===== config.mk =====
export PLATFORM = sky130hd
export DESIGN_NAME = wdt_match_top
export DESIGN_NICKNAME = d
export VERILOG_FILES = /design/src/rtl/wdt_match_pkg.sv /design/src/rtl/wdt_cnt.sv /design/src/rtl/wdt_pulse.sv /design/src/rtl/wdt_match_top.sv
export SDC_FILE = /design/constraint.sdc
export NUM_CORES = 1
export LEC_CHECK = 0
export BUFFER_PORTS_ARGS = -buffer_cell sky130_fd_sc_hd__buf_2
export CAP_MARGIN = 5
export CORE_MARGIN = 3
export CORE_UTILIZATION = 35
export CTS_BUF_LIST = sky130_fd_sc_hd__clkbuf_16
export CTS_CLUSTER_DIAMETER = 200
export DETAILED_ROUTE_END_ITERATION = 8
export GPL_TIMING_DRIVEN = 0
export PLACE_DENSITY = 0.5
export SETUP_SLACK_MARGIN = 0.2
export SLEW_MARGIN = 30
export SYNTH_ARGS = -nofsm -noshare
export SYNTH_HDL_FRONTEND = slang
export SYNTH_SLANG_ARGS = --single-unit

===== constraint.sdc =====
create_clock -name clk -period 2.4 [get_ports clk]
set_input_delay 0.48 -clock clk [delete_from_list [all_inputs] [get_ports clk]]
set_output_delay 0.48 -clock clk [all_outputs]
set_load 0.01 [all_outputs]

===== src/rtl/wdt_match_pkg.sv =====
package wdt_match_pkg;
   typedef enum logic [2:0] {
      WI_ISR  = 3'd0,
      WI_CTL  = 3'd1,
      WI_CNT  = 3'd2,
      WI_MCTL = 3'd3,
      WI_MVAL = 3'd4,
      WI_EMR  = 3'd5,
      WI_PLEN = 3'd6,
      WI_RSTS = 3'd7
   } wreg_e;

   localparam int unsigned MC_IRQ  = 0;
   localparam int unsigned MC_STOP = 2;
   localparam int unsigned MC_IRST = 3;
   localparam int unsigned MC_XRST = 4;
   localparam int unsigned MC_FIRST = 5;
   localparam int unsigned MC_FXRST = 6;
   localparam logic [6:0] MC_MASK = 7'b111_1101;

   typedef enum logic [1:0] {
      EM_KEEP   = 2'd0,
      EM_LOW    = 2'd1,
      EM_HIGH   = 2'd2,
      EM_TOGGLE = 2'd3
   } emact_e;
endpackage


===== src/rtl/wdt_cnt.sv =====
module wdt_cnt #(
   parameter int unsigned CNT_W = 32
) (
   input  logic             clk,
   input  logic             rst_n,
   input  logic             tick,
   input  logic             run,
   input  logic             clr_pend,
   input  logic             stop_on_hit,
   input  logic [CNT_W-1:0] match_val,
   output logic [CNT_W-1:0] cnt,
   output logic             hit
);
   logic active;

   assign active = tick && run && !clr_pend;
   assign hit    = active && (cnt == match_val);

   always_ff @(posedge clk or negedge rst_n) begin
      if (!rst_n)                  cnt <= '0;
      else if (tick && clr_pend)   cnt <= '0;
      else if (hit && stop_on_hit) cnt <= '0;
      else if (active)             cnt <= cnt + 1'b1;
   end
endmodule


===== src/rtl/wdt_pulse.sv =====
module wdt_pulse #(
   parameter int unsigned PULSE_W = 16
) (
   input  logic               clk,
   input  logic               rst_n,
   input  logic               tick,
   input  logic               trig,
   input  logic               force_on,
   input  logic [PULSE_W-1:0] len,
   output logic               rst_out
);
   logic [PULSE_W-1:0] left;

   always_ff @(posedge clk or negedge rst_n) begin
      if (!rst_n)                     left <= '0;
      else if (trig)                  left <= (len == '0) ? PULSE_W'(1) : len;
      else if (tick && left != '0)    left <= left - 1'b1;
   end

   assign rst_out = force_on || (left != '0);
endmodule


===== src/rtl/wdt_match_top.sv =====
module wdt_match_top #(
   parameter int unsigned CNT_W         = 32,
   parameter int unsigned PULSE_W       = 16,
   parameter bit          DBG_FREEZE_EN = 1'b1
) (
   input  logic        clk,
   input  logic        rst_n,
   input  logic        por_n,
   input  logic        tick_en,
   input  logic        dbg_halt,
   input  logic        bus_sel,
   input  logic        bus_we,
   input  logic [4:0]  bus_addr,
   input  logic [31:0] bus_wdata,
   output logic [31:0] bus_rdata,
   output logic        irq,
   output logic        match_out,
   output logic        int_rst,
   output logic        ext_rst
);
   import wdt_match_pkg::*;

   localparam int unsigned DW    = 32;
   localparam int unsigned NRST  = 2;

   generate
      if (CNT_W < 2 || CNT_W > DW) begin : g_bad_cnt
         $error("wdt_match_top: CNT_W out of range");
      end
      if (PULSE_W < 1 || PULSE_W > DW) begin : g_bad_pulse
         $error("wdt_match_top: PULSE_W out of range");
      end
   endgenerate

   logic               acc_ok, wsel;
   wreg_e              widx;
   logic               run_q, clr_pend, frz;
   logic               isr_q, cause_q, lvl_q;
   emact_e             act_q;
   logic [6:0]         mctl_q;
   logic [CNT_W-1:0]   mval_q, cnt;
   logic [PULSE_W-1:0] plen_q;
   logic               hit, frozen, run_eff;
   logic [NRST-1:0]    trig_v, frc_v, rst_v;
   logic [DW-1:0]      rmux;

   assign acc_ok = bus_sel && (bus_addr[1:0] == 2'b00);
   assign wsel   = acc_ok && bus_we;
   assign widx   = wreg_e'(bus_addr[4:2]);

   generate
      if (DBG_FREEZE_EN) begin : g_frz
         assign frozen = frz && dbg_halt;
      end else begin : g_nofrz
         assign frozen = 1'b0;
      end
   endgenerate

   assign run_eff = run_q && !frozen;

   wdt_cnt #(.CNT_W(CNT_W)) u_cnt (
      .clk(clk), .rst_n(rst_n), .tick(tick_en), .run(run_eff),
      .clr_pend(clr_pend), .stop_on_hit(mctl_q[MC_STOP]),
      .match_val(mval_q), .cnt(cnt), .hit(hit)
   );

   always_ff @(posedge clk or negedge rst_n) begin
      if (!rst_n) begin
         run_q <= 1'b0; clr_pend <= 1'b0; frz <= 1'b0;
      end else if (wsel && widx == WI_CTL) begin
         run_q    <= bus_wdata[0];
         clr_pend <= bus_wdata[1];
         frz      <= bus_wdata[2] && DBG_FREEZE_EN;
      end else begin
         if (hit && mctl_q[MC_STOP]) run_q <= 1'b0;
         if (tick_en && clr_pend)    clr_pend <= 1'b0;
      end
   end

   always_ff @(posedge clk or negedge rst_n) begin
      if (!rst_n) begin
         isr_q  <= 1'b0;
         mctl_q <= '0;
         mval_q <= '0;
         plen_q <= '1;
      end else begin
         if (hit)                                         isr_q <= 1'b1;
         else if (wsel && widx == WI_ISR && bus_wdata[0]) isr_q <= 1'b0;
         if (wsel && widx == WI_MCTL) mctl_q <= bus_wdata[6:0] & MC_MASK;
         if (wsel && widx == WI_MVAL) mval_q <= bus_wdata[CNT_W-1:0];
         if (wsel && widx == WI_PLEN) plen_q <= bus_wdata[PULSE_W-1:0];
      end
   end

   always_ff @(posedge clk or negedge rst_n) begin
      if (!rst_n) begin
         lvl_q <= 1'b0;
         act_q <= EM_KEEP;
      end else if (wsel && widx == WI_EMR) begin
         lvl_q <= bus_wdata[0];
         act_q <= emact_e'(bus_wdata[5:4]);
      end else if (hit) begin
         case (act_q)
            EM_LOW:    lvl_q <= 1'b0;
            EM_HIGH:   lvl_q <= 1'b1;
            EM_TOGGLE: lvl_q <= !lvl_q;
            default:   lvl_q <= lvl_q;
         endcase
      end
   end

   assign trig_v = {hit && mctl_q[MC_XRST], hit && mctl_q[MC_IRST]};
   assign frc_v  = {mctl_q[MC_FXRST], mctl_q[MC_FIRST]};

   generate
      for (genvar g = 0; g < NRST; g++) begin : g_rst
         wdt_pulse #(.PULSE_W(PULSE_W)) u_pulse (
            .clk(clk), .rst_n(rst_n), .tick(tick_en), .trig(trig_v[g]),
            .force_on(frc_v[g]), .len(plen_q), .rst_out(rst_v[g])
         );
      end
   endgenerate

   assign int_rst = rst_v[0];
   assign ext_rst = rst_v[1];

   always_ff @(posedge clk or negedge por_n) begin
      if (!por_n)                 cause_q <= 1'b0;
      else if (int_rst || ext_rst) cause_q <= 1'b1;
   end

   always_comb begin
      rmux = '0;
      case (widx)
         WI_ISR:  rmux[0]          = isr_q;
         WI_CTL:  rmux[2:0]        = {frz, clr_pend, run_q};
         WI_CNT:  rmux[CNT_W-1:0]  = cnt;
         WI_MCTL: rmux[6:0]        = mctl_q;
         WI_MVAL: rmux[CNT_W-1:0]  = mval_q;
         WI_EMR:  rmux[5:0]        = {act_q, 3'b000, lvl_q};
         WI_PLEN: rmux[PULSE_W-1:0] = plen_q;
         WI_RSTS: rmux[0]          = cause_q;
         default: rmux             = '0;
      endcase
   end

   assign bus_rdata = acc_ok ? rmux : '0;
   assign irq       = isr_q && mctl_q[MC_IRQ];
   assign match_out = lvl_q;
endmodule


==> impl_metrics.env <==
export IMPL_timing_max_cap_violations=0
export IMPL_post_route_cells_drive_above_1_share=0.453
export IMPL_ys_dominant_reg_cell="sky130_fd_sc_hd__dfrtp_1"
export IMPL_design_core_area_sq_um=19800
export IMPL_timing_setup_critical_path_class="reg2out"
export IMPL_maximum_number_of_pins_on_one_net_before_global_route_repair=73
export IMPL_route_vias_total=5704
export IMPL_synth_edf_count=0
export IMPL_startpoint_type="flop"
export IMPL_final_hold_violation_count=0
export IMPL_worst_endpoint_required_ns=1.92
export IMPL_wl_um=20900
export IMPL_power_total_mw=7.68
export IMPL_grt_pass1_wl_um=33700
export IMPL_hold_slack_ns=0.0473
export IMPL_grt_overflow_total=0
export IMPL_final_period_utilization=1.07
export IMPL_antenna_found_initial=0
export IMPL_finalWorstSetupSlack_ns=-0.179
export IMPL_crit_path_max_cell_delay_ns=0.44
export IMPL_failed_checks="negative setup slack"
export IMPL_outcome="finished with violations"
export IMPL_drt_antenna_violating_nets=0
export IMPL_report_final_slew_viol_count=0
export IMPL_worstPathMaxFanout=2
export IMPL_timing_slew_headroom=0.466
export IMPL_grt_pass1_vias=6024
export IMPL_layout_cells_most_common_list="sky130_fd_sc_hd__dfrtp_1, sky130_fd_sc_hd__buf_2, sky130_fd_sc_hd__mux2_2"
export IMPL_multi_input_area_sq_um=4310
export IMPL_path_cells="or3_4, or4_4, or3_4, buf_6"
export IMPL_cts_num_sinks=126
export IMPL_timing_final_setup_violations=2
export IMPL_total_die_area_sq_um=22200
export IMPL_floorplan_die_width_um=149
export IMPL_transition_time_at_the_pin_with_the_least_slew_margin_ns=0.801
export IMPL_setup_worst_path_start="g_rst[1].u_pulse.left[12]"
export IMPL_cts_tree="built"
export IMPL_insertion_delay_ns=0.42
export IMPL_path_buf_inv=1
export IMPL_starting_density_of_the_core=0.361
export IMPL_num_nets_final=886
export IMPL_chipHeight_um=149
export IMPL_placement_rows=51
export IMPL_synth_seq_cells=126
export IMPL_cp_slowest_cell="sky130_fd_sc_hd__or4_4"
export IMPL_hold_class="in2async"
export IMPL_power_density_nw_per_um2=784
export IMPL_grt_total_usage=0.196
export IMPL_detailedPlacementHpwl_um=14800
export IMPL_yosys_synthesis_warning_count=0
export IMPL_post_synth_main_area_contributors="sky130_fd_sc_hd__dfrtp_1, sky130_fd_sc_hd__mux2_2, sky130_fd_sc_hd__xor2_1, sky130_fd_sc_hd__dfstp_2, sky130_fd_sc_hd__nor2_1"
export IMPL_tritoncts_num_buffers=17
export IMPL_first_iter_violations=320
export IMPL_fmax_ghz=0.388
export IMPL_firstDrtPassIters=4
export IMPL_routedWlPerCell_um=18.8
export IMPL_nFillCells=1823
export IMPL_net_count_of_the_mapped_netlist=736
export IMPL_io_buffer_count=78
export IMPL_syn_cell_area_sq_um=7150
export IMPL_mostFrequentLayoutCell="sky130_fd_sc_hd__dfrtp_1"
export IMPL_area_growth_syn_to_layout_pct=37.1
export IMPL_arrival_ns=2.10
export IMPL_synth_cell_type_count=59
export IMPL_max_clock_path_buffers=2
export IMPL_cts_htree_levels=4
export IMPL_routabilityCongestion=0.818
export IMPL_synth_sequential_area_ratio=0.444
export IMPL_cts_clk_slew_worst_paths_ns=0.05
export IMPL_ctsRootBufferMaster="sky130_fd_sc_hd__clkbuf_16"
export IMPL_tns_ns=-0.184
export IMPL_cp_top_family="simple AND/OR/NAND/NOR gates"
export IMPL_finClkSkew_ns=0.0112
export IMPL_netlist_area_leader_share=0.385
export IMPL_route_detailed_vias_per_inst=5.12
export IMPL_regToRegStartpoint="u_cnt.cnt[8]"
export IMPL_layout_min_cycle_time_ns=2.58
export IMPL_post_synth_top_area_cell="sky130_fd_sc_hd__dfrtp_1"
export IMPL_power_ir_vdd_worst_mv=0.502
export IMPL_critical_path_most_common_cell="sky130_fd_sc_hd__or3_4"
export IMPL_postSynth_asyncResetShare=1.00
export IMPL_synth_cells=685
export IMPL_endpoint_kind="output port"
export IMPL_power_leakage_nw=4.51
export IMPL_num_io_pins=80
export IMPL_post_synth_cell_area_avg_sq_um=10.4
export IMPL_num_antenna_cells=0
export IMPL_finalCoreUtilization=0.495
export IMPL_drc=0
export IMPL_register_area_sq_um=3180
export IMPL_grt_setup_unrepaired="yes"
metrics by stage:
| stage | worst slack, ns | cells | instance area, sq um |
|---|---|---|---|
| after floorplan | 0.194 | 685 | 7160 |
| after global placement | -0.905 | 1028 | 7880 |
| after detailed placement | -0.620 | 1029 | 7920 |
| after CTS | -0.218 | 1102 | 9490 |
| after global routing | -0.227 | 1113 | 9800 |
| final | -0.179 | 1113 | 9800 |
cell usage after synthesis, types with 3 or more instances:
master and instances:
sky130_fd_sc_hd__dfrtp_1 110, sky130_fd_sc_hd__xor2_1 53, sky130_fd_sc_hd__and4_1 3, sky130_fd_sc_hd__nand3b_1 4
sky130_fd_sc_hd__nor2_1 92, sky130_fd_sc_hd__mux2_4 10, sky130_fd_sc_hd__mux2_2 79, sky130_fd_sc_hd__o21ai_0 10
sky130_fd_sc_hd__buf_6 3, sky130_fd_sc_hd__nand2_1 32, sky130_fd_sc_hd__nor2b_1 9, sky130_fd_sc_hd__buf_2 4
sky130_fd_sc_hd__a22oi_1 28, sky130_fd_sc_hd__mux2i_1 10, sky130_fd_sc_hd__nand3_1 22, sky130_fd_sc_hd__or3_1 4
sky130_fd_sc_hd__ha_1 7, sky130_fd_sc_hd__xnor2_1 31, sky130_fd_sc_hd__nand2b_1 5, sky130_fd_sc_hd__or4_1 3
sky130_fd_sc_hd__clkbuf_1 20, sky130_fd_sc_hd__inv_1 21, sky130_fd_sc_hd__a21oi_1 5, sky130_fd_sc_hd__and3_1 5
sky130_fd_sc_hd__dfstp_2 16, sky130_fd_sc_hd__mux2_1 8, sky130_fd_sc_hd__buf_1 5, sky130_fd_sc_hd__a221oi_1 3
sky130_fd_sc_hd__nor4_1 16, sky130_fd_sc_hd__nor3_1 19, sky130_fd_sc_hd__nand4_1 14
final timing paths:
| path | to | slack (ns) | depth (start not counted) |
|---|---|---|---|
| setup reg to reg | g_rst[1].u_pulse.left[13] | 0 | 9 |
| min in group clk | mval_q[16] | 0.30 | 2 |
| setup / recovery | ext_rst | -0.18 | 4 |
| hold / removal | mval_q[8] | 0.05 | 1 |
| max in group asynchronous | plen_q[6] | 1.63 | 2 |
| hold reg to reg | isr_q | 0.50 | 1 |
per-layer routing:
layer	vias up	part of all wire	global-route usage
li1	2726	-	-
met1	2856	0.45	0.264
met2	95	0.50	0.324
met3	27	0.031	0.0340
met4	0	0.019	0.0604
met5	-	0	0
state kept, by name, summed over array words and instances, names as in the netlist, 2 cells and up:
name	count
u_cnt.cnt	32
act_q	2
mctl_q	6
plen_q	16
g_rst.u_pulse.left	32
mval_q	32
kinds of logic (layout without fill, tap and decap cells):
logic type,Yosys count,in the layout,share of synthesized area
adders and majority gates,7,7,0.0123
DFF,126,126,0.444
buffers and inverters,53,216,0.0317
xor gates and xnor gates,84,84,0.103
muxes,107,107,0.172
AOI/OAI and AO/OA,64,64,0.0637
and+or+nand+nor,244,244,0.173
timing repair:
item                                   in CTS  in global routing
setup buffers                              35                 11
pin swaps                                  34                 29
endpoints found under the hold margin       1                  0
setup endpoints to repair                 141                100
resized for setup                         156                 68
gates cloned                                5                  0
hold buffers                                1                  0
report_power, final:
part           internal [mW]  switching [mW]
clock                   1.59           0.927
sequential              2.58           0.471
combinational           1.20           0.912
area by class of cell:
cell class	instances	area share
multi-input combinational	506	0.439
sequential	126	0.324
timing repair buffer	131	0.105
clock buffer	17	0.0434
tap	265	0.0338
buffer	32	0.0317
clock inverter	15	0.0142
inverter	21	0.00804
(Power assumes the default switching activity.)
